**src/rtl/serial_id_crc8_check.sv**
```systemverilog
module serial_id_crc8_check #(
  parameter int ID_W = 64,
  parameter int CRC_W = 8,
  parameter logic [CRC_W-1:0] POLY = 8'h8C
) (
  input  logic             clk,
  input  logic             rst,
  input  logic             start,
  input  logic             bit_valid,
  input  logic             bit_in,
  output logic             done,
  output logic             match,
  output logic [CRC_W-1:0] crc_out,
  output logic [ID_W-1:0]  id_out
);
  localparam int DATA_W = ID_W - CRC_W;
  localparam int CNT_W = $clog2(ID_W + 1);
  localparam logic [CNT_W-1:0] FULL = CNT_W'(ID_W);
  localparam logic [CNT_W-1:0] DLIM = CNT_W'(DATA_W);

  logic [CNT_W-1:0] cnt;
  logic [CRC_W-1:0] crc, res;
  logic [ID_W-1:0]  id;

  function automatic logic [CRC_W-1:0] step(input logic [CRC_W-1:0] c, input logic b);
    step = (c >> 1) ^ ((c[0] ^ b) ? POLY : '0);
  endfunction

  wire             take   = bit_valid && !start && (cnt != FULL);
  wire [ID_W-1:0]  id_nxt = {bit_in, id[ID_W-1:1]};

  always_ff @(posedge clk) begin
    if (rst) begin
      cnt   <= FULL;
      crc   <= '0;
      res   <= '0;
      id    <= '0;
      done  <= 1'b0;
      match <= 1'b0;
    end else begin
      done <= 1'b0;
      if (start) begin
        cnt   <= '0;
        crc   <= '0;
        res   <= '0;
        id    <= '0;
        match <= 1'b0;
      end else if (take) begin
        cnt <= cnt + 1'b1;
        id  <= id_nxt;
        res <= step(res, bit_in);
        if (cnt < DLIM) crc <= step(crc, bit_in);
        if (cnt == FULL - 1'b1) begin
          done  <= 1'b1;
          match <= (crc == id_nxt[ID_W-1:DATA_W]);
        end
      end
    end
  end

  assign crc_out = crc;
  assign id_out  = id;

  p_done_single_r6: assert property (@(posedge clk) disable iff (rst) done |=> !done);
  p_start_clears_r2: assert property (@(posedge clk) disable iff (rst)
    start |=> (crc_out == '0 && id_out == '0 && !match && !done));
  p_crc_frozen_r5: assert property (@(posedge clk) disable iff (rst)
    (!start && cnt >= DLIM) |=> $stable(crc_out));
  p_ignore_extra_r8: assert property (@(posedge clk) disable iff (rst)
    (!start && cnt == FULL) |=> ($stable(id_out) && $stable(match) && !done));
  p_idle_hold_r9: assert property (@(posedge clk) disable iff (rst)
    (!start && !bit_valid) |=> ($stable(id_out) && $stable(crc_out)));
  p_residue_r10: assert property (@(posedge clk) disable iff (rst)
    done |-> (match == (res == '0)));
  p_match_cmp_r7: assert property (@(posedge clk) disable iff (rst)
    done |-> (match == (crc_out == id_out[ID_W-1:DATA_W])));
endmodule

```
**config.mk**
```make
export PLATFORM = sky130hd
export DESIGN_NAME = serial_id_crc8_check
export DESIGN_NICKNAME = d
export VERILOG_FILES = /design/src/rtl/serial_id_crc8_check.sv
export SDC_FILE = /design/constraint.sdc
export NUM_CORES = 1
export LEC_CHECK = 0
export ABC_AREA = 1
export ABC_CLOCK_PERIOD_IN_PS = 1800
export BUFFER_PORTS_ARGS = -buffer_cell sky130_fd_sc_hd__clkbuf_2
export CORE_ASPECT_RATIO = 1.75
export CORE_UTILIZATION = 53
export DETAILED_ROUTE_END_ITERATION = 8
export PLACE_DENSITY = 0.79
export RECOVER_POWER = 25
export SYNTH_ARGS = -nofsm -noshare
export SYNTH_HDL_FRONTEND = slang
export SYNTH_SLANG_ARGS = --single-unit
```
**constraint.sdc**
```tcl
create_clock -name clk -period 1.8 [get_ports clk]
set_input_delay 0 -clock clk [delete_from_list [all_inputs] [get_ports clk]]
set_output_delay 0 -clock clk [all_outputs]
set_load 0.02 [all_outputs]
```
# Word level (Yosys, flattened, before mapping)
# Cells that the tools add are included.
totals:
  word_cells: 26
  latch_bits: 0
  rom_bits: 0
  out_inout_bits: 74
  ff_bits: 81
  mem_bits_rw: 0
  mem_count: 0
  input_bits: 5
op_classes:
  magnitude_cmp: 1
  n_addsub: 1
  n_mul: 0
  div_mod_pow: 0
  reduce_logical: 8
  eq_ne: 3
  bitwise: 3
  shift: 0
  muxes: 4
ops:
  columns: ["cell", "n"]
  rows:
  - ["$mux 7", 2]
  - ["$eq 8x8->1", 1]
  - ["$mux 8", 1]
  - ["$xor 7x8->8", 1]
  - ["$add 7x1->7 const B", 1]
  - ["$eq 7x6->1 const B", 1]
  - ["$lt 7x6->1 const B", 1]
  - ["$ne 7x7->1 const B", 1]
  - ["$reduce_and 2->1", 2]
  - ["$reduce_or 3->1", 1]
  - ["$logic_and 1x1->1", 2]
  - ["$reduce_bool 2->1", 1]
  - ["$reduce_or 2->1", 1]
  - ["$logic_not 1->1", 1]
  - ["$mux 1", 1]
  - ["$not 1->1", 1]
  - ["$xor 1x1->1", 1]

# Logic depth before layout (Yosys ltp)
depth:
  depth_word: 5
  mapped_depth: 11
  depth_no_buf: 10

# Least setup slack after synthesis
# No wires, ideal clock.
synth_path:
  kind: "register to register"
  startpoint: "reg cnt[0]"
  endpoint: "reg id[59], in the netlist id_out[59]"
  setup_slack_ns: 0.363
  setup_ns: 0.116
  path_stages_with_launch: 12
  period_less_slack_ns: 1.437
  arrival_time_ns: 1.321
  path_cell_list: "dfxtp_1 > inv_1 > ha_1 > inv_1 > nor2_1 > nand3_2 > nand2_2 > inv_2 > buf_6 > buf_4 > nor2_1 > nor2_1"
synth_via:
  elab_chain_len: 2
synth_lines:
  columns: ["element", "line_no", "text"]
  rows:
  - ["start, declared", "21", "logic [CNT_W-1:0] cnt;"]
  - ["start signal, assigned", "49", "cnt <= cnt + 1'b1;"]
  - ["$ne 7x7->1", "29", "wire take = bit_valid && !start && (cnt != FULL);"]
  - ["$logic_and 1x1->1", "29", null]
  - ["end signal, assigned", "50", "id <= id_nxt;"]
  - ["end, declared", "23", "logic [ID_W-1:0] id;"]
# No other way between the ends.
# A chain may end at the register's enable or synchronous reset.

# Final worst setup path
layout_path:
  startpoint: "reg cnt[0]"
  endpoint: "reg id[58], in the netlist id_out[58]"
# The elaborated chain is that of the path after synthesis.

==> results.md <==
- Flop2flop setup slack: 0.11 ns
- Cell Pwr Density: roughly 940 nW/um2
- Port bufs: 78
- Clk_skew: 0.00834 ns
- # DRC: 0
- Wire per inst: 11.8 um
- Grt ovf: 0
- Crit-path cells: inv_1, ha_1, inv_1, nor2_1, nand3_2, nand2_2, buf_4, o21ai_0, a21oi_1
- Final Max Slew Viols: 0
- Post-DRT Antenna Nets: 0
- Placement-stage cell area: 3630 um2
- Max cap viols: 0
- HP Start: bit_valid
- Max VDD drop: 0.666 mV
- Most common cell after layout, fill and taps aside: nor2_1
- CP endpoint kind: flip-flop
- Worst r2r src: cnt[0]
- WHS Path Cells: 5
- Area growth from synthesis to layout: 19.1%
- Post-synth EDFFs: 0
- Worst setup path category: reg2reg
- Critical-path maximum fanout: 26
- CORE AREA: 5880 um2
- Setup-failing EPs final: 0
- FP Rows: 37
- Post-synthesis cell type count: 24
- Mean post-synth cell area: 7.46 um2
- Critical path buffer and inverter count: 3
- Critical Path RT: 2.09 ns
- WL final: 7000 um
- GR Layer Usage met1: 25.3%
- Arrival time worst endpoint: about 2.0 ns
- Largest net degree at the start of global routing: 48
- Initial DRC count: 158
- Critical path's largest stage delay: 0.34 ns
- Crit share post-route: between 90% and 100%
- Seq cells post-synth: 81
- Routability cong.: 0.836
- Initial core utilization: 55.1%
- Chip Width: 61.1 um
- Synthesized cell area: 3240 um2
- Die area: 6440 um2
- ANT cells: 0
- Yosys Warn Count: 0
- Capturing point of the worst reg2reg path: id_out[58]
- Fillcell total: 558
- CTS Buf Count: 9
- Fmax: roughly 0.59 GHz
- Clk sinks: 81
- Slew headroom: 56.4%
- M3 GR Usage: around 8.2%
- GR Layer Usage met2: 37.9%
- GRT Total Usage: 23.6%
- Drt pass-1 iters: 4
- Clk_lat worst skew: 0.36 ns
- Crit path max-delay family: buffers and inverters
- Initial antenna violation count: 0
- Synth Instances: around 430
- Via count: 2936
- Clock Tree Root: clkbuf_8
- Leak Pwr: roughly 0.0016 uW
- Crit-path slowest cell: dfxtp_1
- Prevailing post-synth register cell: dfxtp_1
- Crit path top cell by count: inv_1
- Area occupied by registers: 1620 um2
- Vias in the first global route: 2681
- Die Y: approximately 110 um
- Seq/Total Area, Yosys: approximately half
- Status: finished clean
- Fin area: about 3900 um2
- Via/cell ratio: a little under 5
- First-pass GRT wire length: about 11000 um
- CTS tree: done
- GR peak layer: met2
- Final worst path period need: 1.69 ns
- Multi-input gate area: around 1300 um2
- Hold WC Path Type: in2reg
- H-tree Lvls: 3
- Worst-path clk slew: 0.07 ns
- Fin util: about two thirds
- Asr flop ratio synth: 0%
- Min-Delay Endpoint: done
- Worst-margin pin slew: between 0.6 and 0.7 ns
- R2R cell count: 9
- Fin nets: 516
- Startpoint types: flip-flop
- Hpwl dp: between 4000 and 5000 um
- Hold Fails Final Rpt: 0
- Num ports: 79
- Syn_nets: ~440
- Unrepaired setup endpoints after global routing: true
- Commonest cells after routing, fill and taps aside: 141 x nor2_1, 81 x dfxtp_1, 67 x o21ai_0
- Share of layout cells above drive strength 1: 13.0%
- Clock Tree Buf Depth: 2
layer usage:
layer  vias to the layer above  routed length, um
li1                       1502                  -
met4                         0                179
met3                        16                321
met5                         -                  0
met1                      1338               2960
met2                        80               3530
cell families after synthesis:
logic type,count (synthesis),synth area share [%]
AO/OA/AOI/OAI,83,12.9
XOR/XNOR,7,1.89
adder cells (fa/ha/maj),2,0.773
buffers and inverters,57,9.66
flip-flops,81,50.1
AND/OR/NAND/NOR,204,24.7
sequential cells by signal, indices dropped and copies added, names as in the netlist:
name     count
cnt          7
done         1
id_out      64
crc_out      8
match        1
per-stage QoR:
step	total power, uW	std cells	setup WS [ns]	TNS [ns]	hold WS (ns)
2_1_floorplan	2110	434	0.363	0	0.178
3_3_place_gp	2170	573	0.191	0	0.325
3_5_place_dp	2180	573	0.134	0	0.337
4_1_cts	3660	592	0.0903	0	0.0484
5_1_grt	3760	592	-0.0431	-0.0485	0.116
6_report	3630	592	0.107	0	0.0743
how the worst max path moves through the flow:
stage                start    endpoint  slack (ns)  depth (start not counted)
floorplan           cnt[0]  id_out[59]        0.36                         11
global placement    cnt[0]  id_out[63]        0.19                          9
detailed placement  cnt[0]  id_out[38]        0.13                          9
CTS                 cnt[0]  id_out[34]        0.09                          9
global route        cnt[0]  id_out[58]       -0.04                          9
finish              cnt[0]  id_out[58]        0.11                          9
worst register-to-register path, stage by stage, from the launching register on:
cell	delay (ns)
dfxtp_1	0.34
inv_1	0.11
ha_1	0.16
inv_1	0.04
nor2_1	0.11
nand3_2	0.15
nand2_2	0.15
buf_4	0.28
o21ai_0	0.13
a21oi_1	0.16
where the power goes:
group / internal, uW / switching (uW) / total, uW
clock network: 859 / 628 / 1490
registers: 1830 / 26.9 / 1850
logic: 97.5 / 190 / 288
total: 2780 / 846 / 3630
repair_timing:
item / 4_1_cts / 5_1_grt
hold endpoints to repair: 2 / 0
endpoints found under the setup margin: 0 / 45
setup buffers: 0 / 0
hold buffers: 3 / 0
resized for setup: 0 / 5
final cells by class:
class,count,area share (%)
repair buffers,88,12.2
flip-flops and latches,81,42.1
inverters,33,3.28
well taps,78,2.53
multi-input cells,296,34.1
clock inverters,2,1.56
clock buffers,14,4.22
cell usage after synthesis (3+ instances only):
library cell  instances  area (um2)
nor2_1              141         529
dfxtp_1              81        1620
o21ai_0              67         335
nand2_1              53         199
inv_1                32         120
a21oi_1              12        60.1
buf_6                 9         101
clkbuf_1              6        22.5
buf_2                 4        20.0
buf_4                 4        30.0
xor2_1                4        35.0
o21ai_1               3        15.0
xnor2_1               3        26.3
Power figures use the tool's default switching activity.
